[config.mk]
export PLATFORM = sky130hd
export DESIGN_NAME = dual_fifo_irq
export DESIGN_NICKNAME = d
export VERILOG_FILES = /design/src/rtl/fq_pkg.sv /design/src/rtl/byte_fifo.sv /design/src/rtl/flush_ctrl.sv /design/src/rtl/irq_regs.sv /design/src/rtl/dual_fifo_irq.sv
export SDC_FILE = /design/constraint.sdc
export NUM_CORES = 1
export LEC_CHECK = 0
export BUFFER_PORTS_ARGS = -buffer_cell sky130_fd_sc_hd__buf_2
export CAP_MARGIN = 20
export CORE_ASPECT_RATIO = 0.75
export CORE_MARGIN = 5
export CORE_UTILIZATION = 25
export CTS_CLUSTER_DIAMETER = 150
export DETAILED_ROUTE_END_ITERATION = 16
export PLACE_DENSITY_LB_ADDON = 0.2
export SKIP_CTS_REPAIR_TIMING = 1
export SYNTH_ARGS = -nofsm -noshare
export SYNTH_HDL_FRONTEND = slang
export SYNTH_SLANG_ARGS = --single-unit
[constraint.sdc]
create_clock -name clk -period 3.37 [get_ports clk]
set_input_delay 0.674 -clock clk [delete_from_list [all_inputs] [get_ports clk]]
set_output_delay 0.674 -clock clk [all_outputs]
set_load 0.01 [all_outputs]
[src/rtl/fq_pkg.sv]
package fq_pkg;
    localparam int IRQ_W = 32;
    localparam logic [IRQ_W-1:0] CLR_ALLOWED = 32'h131f_007f;
    localparam logic [IRQ_W-1:0] MASK_ALLOWED = 32'h1fff_ffff;

    localparam int B_TX_EMPTY   = 0;
    localparam int B_TX_NEAR    = 1;
    localparam int B_TX_FULL    = 2;
    localparam int B_TX_OVR     = 3;
    localparam int B_RX_EMPTY   = 4;
    localparam int B_RX_NEAR    = 5;
    localparam int B_RX_FULL    = 6;
    localparam int B_DONE       = 19;
    localparam int B_ARB        = 24;
    localparam int B_BERR       = 25;
    localparam int B_DONE_NS    = 28;

    typedef enum logic [0:0] {
        FL_IDLE = 1'b0,
        FL_BUSY = 1'b1
    } flush_state_e;
endpackage

[src/rtl/byte_fifo.sv]
module byte_fifo #(
    parameter int DEPTH = 16,
    parameter int DW    = 8,
    localparam int AW   = (DEPTH > 1) ? $clog2(DEPTH) : 1,
    localparam int CW   = $clog2(DEPTH + 1)
) (
    input  logic          clk,
    input  logic          rst_n,
    input  logic          flush,
    input  logic          push,
    input  logic [DW-1:0] push_data,
    input  logic          pop,
    output logic [DW-1:0] head,
    output logic [CW-1:0] count
);
    logic [DW-1:0] mem [DEPTH];
    logic [AW-1:0] wr_ptr, rd_ptr;
    logic do_push, do_pop;

    assign do_push = push && (count != CW'(DEPTH));
    assign do_pop  = pop && (count != '0);
    assign head    = mem[rd_ptr];

    function automatic logic [AW-1:0] bump(input logic [AW-1:0] p);
        return (p == AW'(DEPTH - 1)) ? '0 : p + 1'b1;
    endfunction

    always_ff @(posedge clk or negedge rst_n) begin
        if (!rst_n) begin
            wr_ptr <= '0;
            rd_ptr <= '0;
            count  <= '0;
        end else if (flush) begin
            wr_ptr <= '0;
            rd_ptr <= '0;
            count  <= '0;
        end else begin
            if (do_push) wr_ptr <= bump(wr_ptr);
            if (do_pop)  rd_ptr <= bump(rd_ptr);
            case ({do_push, do_pop})
                2'b10:   count <= count + 1'b1;
                2'b01:   count <= count - 1'b1;
                default: count <= count;
            endcase
        end
    end

    always_ff @(posedge clk) begin
        if (do_push && !flush) mem[wr_ptr] <= push_data;
    end
endmodule

[src/rtl/flush_ctrl.sv]
module flush_ctrl
    import fq_pkg::*;
#(
    parameter int CYCLES = 4,
    localparam int CNT_W = (CYCLES > 1) ? $clog2(CYCLES) : 1
) (
    input  logic clk,
    input  logic rst_n,
    input  logic req,
    output logic clear,
    output logic busy
);
    flush_state_e state, state_nx;
    logic [CNT_W-1:0] cnt, cnt_nx;

    always_ff @(posedge clk or negedge rst_n) begin
        if (!rst_n) begin
            state <= FL_IDLE;
            cnt   <= '0;
        end else begin
            state <= state_nx;
            cnt   <= cnt_nx;
        end
    end

    always_comb begin
        state_nx = state;
        cnt_nx   = cnt;
        unique case (state)
            FL_IDLE: begin
                if (req) begin
                    state_nx = FL_BUSY;
                    cnt_nx   = CNT_W'(CYCLES - 1);
                end
            end
            FL_BUSY: begin
                if (cnt == '0) state_nx = FL_IDLE;
                else           cnt_nx   = cnt - 1'b1;
            end
        endcase
    end

    always_comb begin
        clear = (state == FL_IDLE) && req;
        busy  = (state == FL_BUSY);
    end
endmodule

[src/rtl/irq_regs.sv]
module irq_regs
    import fq_pkg::*;
(
    input  logic             clk,
    input  logic             rst_n,
    input  logic [IRQ_W-1:0] level_bits,
    input  logic [IRQ_W-1:0] event_set,
    input  logic             mask_we,
    input  logic [IRQ_W-1:0] mask_wd,
    input  logic             clr_we,
    input  logic [IRQ_W-1:0] clr_wd,
    output logic [IRQ_W-1:0] raw,
    output logic [IRQ_W-1:0] masked,
    output logic [IRQ_W-1:0] mask_r,
    output logic             irq_o
);
    logic [IRQ_W-1:0] sticky, clr_eff;

    assign clr_eff = clr_we ? (clr_wd & CLR_ALLOWED) : '0;

    always_ff @(posedge clk or negedge rst_n) begin
        if (!rst_n) begin
            sticky <= '0;
            mask_r <= '0;
        end else begin
            sticky <= (sticky & ~clr_eff) | (event_set & CLR_ALLOWED);
            if (mask_we) mask_r <= mask_wd & MASK_ALLOWED;
        end
    end

    assign raw    = (level_bits & CLR_ALLOWED) | sticky;
    assign masked = raw & mask_r;
    assign irq_o  = |masked;
endmodule

[src/rtl/dual_fifo_irq.sv]
module dual_fifo_irq
    import fq_pkg::*;
#(
    parameter int DEPTH        = 16,
    parameter int THR_W        = 4,
    parameter int FLUSH_CYCLES = 4,
    localparam int CW          = $clog2(DEPTH + 1)
) (
    input  logic             clk,
    input  logic             rst_n,
    input  logic             tx_wr_en,
    input  logic [7:0]       tx_wr_data,
    input  logic             rx_rd_en,
    output logic [7:0]       rx_rd_data,
    input  logic             thr_wr_en,
    input  logic [THR_W-1:0] tx_thr_in,
    input  logic [THR_W-1:0] rx_thr_in,
    output logic [THR_W-1:0] tx_thr,
    output logic [THR_W-1:0] rx_thr,
    input  logic             flush_tx_req,
    input  logic             flush_rx_req,
    output logic             flush_tx_busy,
    output logic             flush_rx_busy,
    input  logic             mask_wr_en,
    input  logic [31:0]      mask_wr_data,
    output logic [31:0]      mask_q,
    input  logic             clr_wr_en,
    input  logic [31:0]      clr_wr_data,
    output logic [31:0]      raw_stat,
    output logic [31:0]      masked_stat,
    output logic             irq,
    output logic             eng_tx_valid,
    output logic [7:0]       eng_tx_data,
    input  logic             eng_tx_ready,
    input  logic             eng_rx_valid,
    input  logic [7:0]       eng_rx_data,
    output logic             eng_rx_ready,
    input  logic             ev_done,
    input  logic             ev_done_nostop,
    input  logic             ev_arb_lost,
    input  logic             ev_bus_err
);
    localparam logic [THR_W-1:0] THR_MAX = THR_W'(DEPTH / 2 - 1);

    logic [CW-1:0] tx_cnt, rx_cnt;
    logic tx_clear, rx_clear;
    logic tx_empty, tx_full, rx_empty, rx_full;
    logic [IRQ_W-1:0] lvl, evs;

    function automatic logic [THR_W-1:0] clamp_thr(input logic [THR_W-1:0] v);
        return (v > THR_MAX) ? THR_MAX : v;
    endfunction

    always_ff @(posedge clk or negedge rst_n) begin
        if (!rst_n) begin
            tx_thr <= '0;
            rx_thr <= THR_W'(1);
        end else if (thr_wr_en) begin
            tx_thr <= clamp_thr(tx_thr_in);
            rx_thr <= clamp_thr(rx_thr_in);
        end
    end

    flush_ctrl #(.CYCLES(FLUSH_CYCLES)) u_fl_tx (
        .clk(clk), .rst_n(rst_n), .req(flush_tx_req),
        .clear(tx_clear), .busy(flush_tx_busy)
    );

    flush_ctrl #(.CYCLES(FLUSH_CYCLES)) u_fl_rx (
        .clk(clk), .rst_n(rst_n), .req(flush_rx_req),
        .clear(rx_clear), .busy(flush_rx_busy)
    );

    byte_fifo #(.DEPTH(DEPTH), .DW(8)) u_txq (
        .clk(clk), .rst_n(rst_n), .flush(tx_clear),
        .push(tx_wr_en && !flush_tx_busy), .push_data(tx_wr_data),
        .pop(eng_tx_ready), .head(eng_tx_data), .count(tx_cnt)
    );

    byte_fifo #(.DEPTH(DEPTH), .DW(8)) u_rxq (
        .clk(clk), .rst_n(rst_n), .flush(rx_clear),
        .push(eng_rx_valid), .push_data(eng_rx_data),
        .pop(rx_rd_en && !flush_rx_busy), .head(rx_rd_data), .count(rx_cnt)
    );

    assign tx_empty     = (tx_cnt == '0);
    assign tx_full      = (tx_cnt == CW'(DEPTH));
    assign rx_empty     = (rx_cnt == '0);
    assign rx_full      = (rx_cnt == CW'(DEPTH));
    assign eng_tx_valid = !tx_empty;
    assign eng_rx_ready = !rx_full;

    always_comb begin
        lvl = '0;
        lvl[B_TX_EMPTY] = tx_empty;
        lvl[B_TX_NEAR]  = 32'(tx_cnt) <= 32'(tx_thr);
        lvl[B_TX_FULL]  = tx_full;
        lvl[B_RX_EMPTY] = rx_empty;
        lvl[B_RX_NEAR]  = 32'(rx_cnt) >= 32'(rx_thr);
        lvl[B_RX_FULL]  = rx_full;
        evs = '0;
        evs[B_TX_OVR]   = tx_wr_en && !flush_tx_busy && tx_full;
        evs[B_DONE]     = ev_done;
        evs[B_ARB]      = ev_arb_lost;
        evs[B_BERR]     = ev_bus_err;
        evs[B_DONE_NS]  = ev_done_nostop;
    end

    irq_regs u_irq (
        .clk(clk), .rst_n(rst_n), .level_bits(lvl), .event_set(evs),
        .mask_we(mask_wr_en), .mask_wd(mask_wr_data),
        .clr_we(clr_wr_en), .clr_wd(clr_wr_data),
        .raw(raw_stat), .masked(masked_stat), .mask_r(mask_q), .irq_o(irq)
    );
endmodule

# --- After elaboration in Yosys (flattened, before gate mapping) ---
# Memory sizes are Yosys's and may differ from the RTL's.
# Cells that the tools add are included.
word_totals:
  mem_bits_rw: 256
  memories: 2
  out_inout_bits: 125
  word_cells: 120
  register_bits: 101
memory_table:
  columns: ["memory", "depth", "word_bits", "rd", "rd_ports_with_merged_regs", "write_ports", "line_no", "text"]
  rows:
  - ["u_rxq.mem", 16, 8, 1, 0, 1, "byte_fifo.sv:16", "logic [DW-1:0] mem [DEPTH];"]
  - ["u_txq.mem", 16, 8, 1, 0, 1, "byte_fifo.sv:16", null]
op_classes:
  n_lt_le_gt_ge: 4
  bitwise_logic: 7
  add_sub_neg: 10
  n_reduce_logical: 32
  n_eq_ne: 16
  muxes: 35
ops:
  columns: ["operator", "n"]
  rows:
  - ["two-way mux 4 bit", 14]
  - ["bitwise AND 32 x 29 -> 32 bit", 1]
  - ["bitwise AND 32 bit", 1]
  - ["NOT 32 bit", 1]
  - ["OR 32 x 29 -> 32 bit", 1]
  - ["OR 7 x 32 -> 32 bit", 1]
  - ["OR reduction 32 bit", 1]
  - ["two-way mux 29 bit", 1]
  - ["one-hot mux 5 bit (2 select lines)", 2]
  - ["adder 4 x 1 -> 4 bit, second input constant", 4]
  - ["== test 4 bit, second input constant", 4]
  - ["logical AND 1 bit", 11]
  - ["adder 5 x 1 -> 5 bit, second input constant", 2]
  - ["== test 5 bit, second input constant", 2]
  - ["zero test 5 bit", 2]
  - ["two-way mux 5 bit", 2]
  - ["!= test 5 bit, second input constant", 2]
  - ["nonzero test 5 bit", 2]
  - ["subtractor 5 x 1 -> 5 bit, second input constant", 2]
  - ["greater-than comparator 4 x 3 -> 1 bit, second input constant", 2]
  - ["two-way mux 1 bit", 8]
  - ["two-way mux 2 bit", 4]
  - ["!= test 2 bit, second input constant", 4]
  - ["one-hot mux 2 bit (2 select lines)", 2]
  - ["other kinds (12)", 28]

# --- Logic depth before layout (Yosys ltp) ---
logic_depth:
  ltp_word: 6
  mapped_depth: 12

# --- By module ---
# Synthesis repeated with hierarchy kept, for this count alone.
unflattened:
  hier_cells: 940
  area_unflattened_um2: 14761.7
modules_own_cells:
  columns: ["mod", "area_each_um2", "seq_area_each_um2", "n_inst", "cells_each"]
  rows:
  - ["byte_fifo at u_rxq", 5945.7, 4169.0, 1, 363]
  - ["byte_fifo at u_txq", 5789.3, 4169.0, 1, 305]
  - ["irq_regs", 2185.8, 1101.1, 1, 180]
  - ["dual_fifo_irq", 548.0, 201.4, 1, 66]
  - ["flush_ctrl", 146.4, 75.1, 2, 13]

# --- Worst setup path after synthesis ---
# Ideal clock, no wire load.
synth_path:
  kind: "flip-flop to flip-flop"
  from: "reg u_rxq.count[0]"
  to: "reg u_rxq.count[4]"
  stages_incl_launch_ff: 13
  path_slack_ps: 688
  t_arrival_ps: 2608
  path_cell_list: "dfrtp_1 > or3_1 > buf_6 > o311a_1 > buf_6 > nand2_1 > inv_1 > ha_1 > nor2b_1 > o21ai_0 > a211o_1 > a21o_1 > a21oi_2"
synth_via:
  elab_chain_cells: 5
  word_cells_on_any_way: 11
synth_rtl:
  columns: ["element", "line_no", "text"]
  rows:
  - ["from (decl)", "byte_fifo.sv:14", "output logic [CW-1:0] count"]
  - ["from (signal assigned)", "byte_fifo.sv:41", "2'b10: count <= count + 1'b1;"]
  - ["from (signal assigned)", "byte_fifo.sv:42", "2'b01: count <= count - 1'b1;"]
  - ["from (signal assigned)", "byte_fifo.sv:43", "default: count <= count;"]
  - ["parallel branches: the longest is 5 deep, another holds subtractor 5 x 1 -> 5 bit", null, null]
# Several ways; the timed one is not identified.
# A chain may end at the register's enable or synchronous reset.

# --- Worst setup path in the final report ---
layout_path:
  from: "reg rx_thr[0]"
  to: "out irq"
layout_via:
  elab_chain_cells: 4
layout_rtl:
  columns: ["element", "line_no", "text"]
  rows:
  - ["from (decl)", "dual_fifo_irq.sv:19", "output logic [THR_W-1:0] rx_thr,"]
  - ["from (signal assigned)", "dual_fifo_irq.sv:60", "rx_thr <= clamp_thr(rx_thr_in);"]
  - [">= comparator 5 x 4 -> 1 bit", "dual_fifo_irq.sv:99", "lvl[B_RX_NEAR] = 32'(rx_cnt) >= 32'(rx_thr);"]
  - ["OR 7 x 32 -> 32 bit", "irq_regs.sv:31", "assign raw = (level_bits & CLR_ALLOWED) | sticky;"]
  - ["bitwise AND 32 x 29 -> 32 bit", "irq_regs.sv:32", "assign masked = raw & mask_r;"]
  - ["OR reduction 32 bit", "irq_regs.sv:33", "assign irq_o = |masked;"]
  - ["to (decl)", "dual_fifo_irq.sv:31", "output logic irq,"]
# Every way passes these cells.

==> impl_results.md <==
- Outcome: complete, no violations
- 1st-pass router iterations: 5
- Total wire length: 35510 µm
- GPL Wtd Cong: 0.7160
- CP max FO: 3
- Max IR drop VDD: 0.3759 mV
- Final worst hold slack: 152.0 ps
- Largest net degree at the start of global routing: 49
- Most common cell after layout, fill and taps aside: edfxtp_1
- # IOs: 228
- RSZ-0062 raised after global routing: yes
- Slew Viols, Final: 0
- Fmax achieved: 0.3089 GHz
- Antenna Nets Post-Route: 0
- CTS clk-pin slew, worst paths: 60 ps
- Slew @ Worst Pin: 937.7 ps
- Slew HR: 0.3736
- Arrival time of the worst setup path: 2560 ps
- DRT iter0 DRCs: 447
- HP Class: input pin to async pin
- Fin crit share: 0.9607
- Pwr Density: 737.6 nW/µm²
- Final setup viols: 0
- Synth cell types: 60
- Net switching power: 3.967 mW
- Critical Path RT: 2700 ps
- Final #Nets: 1271
- Primary FF master, synth: edfxtp_1
- Die height: 219.2 µm
- Number of synthesized flops with an enable pin: 256
- Layout cells sized above 1: 0.2989
- Crit-path slowest cell: dfstp_2
- Sequential share of power: 0.400
- Clock latency on the worst-skew pair: 570 ps
- CP max stage delay: 550 ps
- Starting density of the core: 0.2531
- Yosys warns: 0
- WS Path Type: flop to primary output
- Number of synthesized register bits: 340
- Final non-filler cell total: 1952
- Buf/Inv on CP: 1
- Grt total ovfl: 0
- Clock Power Share: 0.346
- Die area: 63310 µm²
- CP Launch Type: flop
- DP Area: 16240 µm²
- Commonest cells after routing, fill and taps aside: edfxtp_1, buf_2, dfrtp_1, mux2i_1, o21ai_0
- MaxCap Viol Count: 0
- Vias in the first global route: 8619
- Rows: 76
- Final core utilization: 0.3060
- First-pass GRT wire length: 53690 µm
- Clock Path Buffers: 3
- Top cell type's share of synthesized area: 0.5272
- DP Cell Count: 1878
- IO Port Bufs: 170
- Layout area overhead: 20.92%
- Vias: 8339
- Crit-path cells: ha_1, nor3b_2, o21bai_1, a2111o_1, a221oi_2, nand3_1, buf_2
- Post-DR vias/cell: 4.272
- Register area share after synthesis: 0.6714
- Crit-path leading delay family: compound AO/OA/AOI/OAI gates
- Asr flop ratio synth: 0.2471
- Yosys top cell by area: edfxtp_1
- Cell depth of the worst setup path: 7
- Core area: 57630 µm²
- CP endpoint kind: primary output
- Sink Count: 340
- GRT Overall Usage: 0.1110
- Clock Skew: 31.76 ps
- DR WL/cell: 18.19 µm
- Initial antenna violation count: 2
- Synthesized area per cell: 15.27 µm²
- DIE WIDTH: 288.9 µm
- LEAKAGE: 6.613 nW
- Reg2reg path depth: 10
- Comb pwr share: 0.254
- DR DRC count: 0
- Sw Ratio: 0.3050
- Final Hold Vio Count: 0
- Detailed placement HPWL: 24010 µm
- TritonCTS buffer count: 39
- CTS tree: built
- Internal power: 9.039 mW
- H-tree levels: 2
- Final instance area: 17630 µm²
- Root buffer cell: clkbuf_16
- Post-route minimum period: 3237 ps
- Setup TNS: 0 ps
- Post-Syn Instances: 955
- Mapped Area: 14580 µm²
- Ranking of synthesized cells by area: edfxtp_1, dfrtp_1, mux4_2
==> cell families after synthesis <==
group                    synth area share
adder cells (fa/ha/maj)           0.02505
AO/OA/AOI/OAI                     0.07422
other                           0.0002572
XOR/XNOR                         0.008409
AND/OR/NAND/NOR                   0.05749
multiplexers                       0.1205
buffers and inverters             0.04264
flip-flops                         0.6714
==> Yosys cell counts, drive strengths merged, types with 16 or more instances <==
library cell	number
edfxtp	256
dfrtp	83
buf	63
mux2i	53
o21ai	49
mux2	45
nand2	41
nor2	41
a21oi	36
and2	32
mux4	32
ha	26
inv	25
clkbuf	24
a221oi	17
a22oi	16
==> sequential cells by signal, indices dropped and copies added, names as in the netlist <==
| register | flops |
|---|---|
| rx_thr | 4 |
| tx_thr | 4 |
| u_fl_rx.busy | 1 |
| u_fl_rx.cnt | 2 |
| u_fl_tx.busy | 1 |
| u_fl_tx.cnt | 2 |
| u_irq.mask_r | 29 |
| u_irq.sticky | 15 |
| u_rxq.count | 5 |
| u_rxq.mem | 128 |
| u_rxq.rd_ptr | 4 |
| u_rxq.wr_ptr | 4 |
| u_txq.count | 5 |
| u_txq.mem | 128 |
| u_txq.rd_ptr | 4 |
| u_txq.wr_ptr | 4 |
==> final timing paths <==
path	startpoint	to	slack, ps
setup / recovery	rx_thr[0]	irq	130
max in group asynchronous	rst_n	rx_thr[0]	2400
hold / removal	rst_n	u_irq.sticky[28]	150
min in group clk	ev_arb_lost	u_irq.sticky[24]	290
setup reg to reg	u_txq.count[1]	u_txq.count[4]	460
hold reg to reg	u_fl_tx.cnt[0]	u_fl_tx.cnt[0]	470
==> layer usage <==
layer | up-vias | part of all wire | GRT usage | wire length, µm
li1 | 3924 | - | - | -
met3 | 51 | 0.050 | 0.02648 | 1782
met2 | 185 | 0.44 | 0.1692 | 15790
met5 | - | 0.00037 | 0 | 13
met4 | 2 | 0.020 | 0.02959 | 714
met1 | 4177 | 0.48 | 0.1591 | 17210
==> power by group through the flow <==
stage / sequential [mW] / combinational, mW / clock [mW]
after floorplan: 5.12 / 2.32 / 0
after global placement: 5.28 / 3.32 / 0
after detailed placement: 5.29 / 3.34 / 0
after CTS: 5.20 / 3.35 / 4.66
after global routing: 5.26 / 3.66 / 4.83
final: 5.20 / 3.31 / 4.50
==> stage by stage <==
step	power, mW	setup WS, ps
4_1_cts	13.22	-57.06
2_1_floorplan	7.449	687.6
6_report	13.01	132.5
5_1_grt	13.75	-1.834
3_3_place_gp	8.596	459.9
3_5_place_dp	8.628	473.2
==> area by class of cell <==
class	count	area, µm²
fill	5844	39990
sequential	340	9797
multi-input combinational	539	4323
timing repair buffer	195	1079
clock buffer	44	994.7
tap	780	975.9
clock inverter	28	367.9
inverter	25	93.84
antenna	1	2.502
No activity file was read; power rests on OpenSTA's default activity.
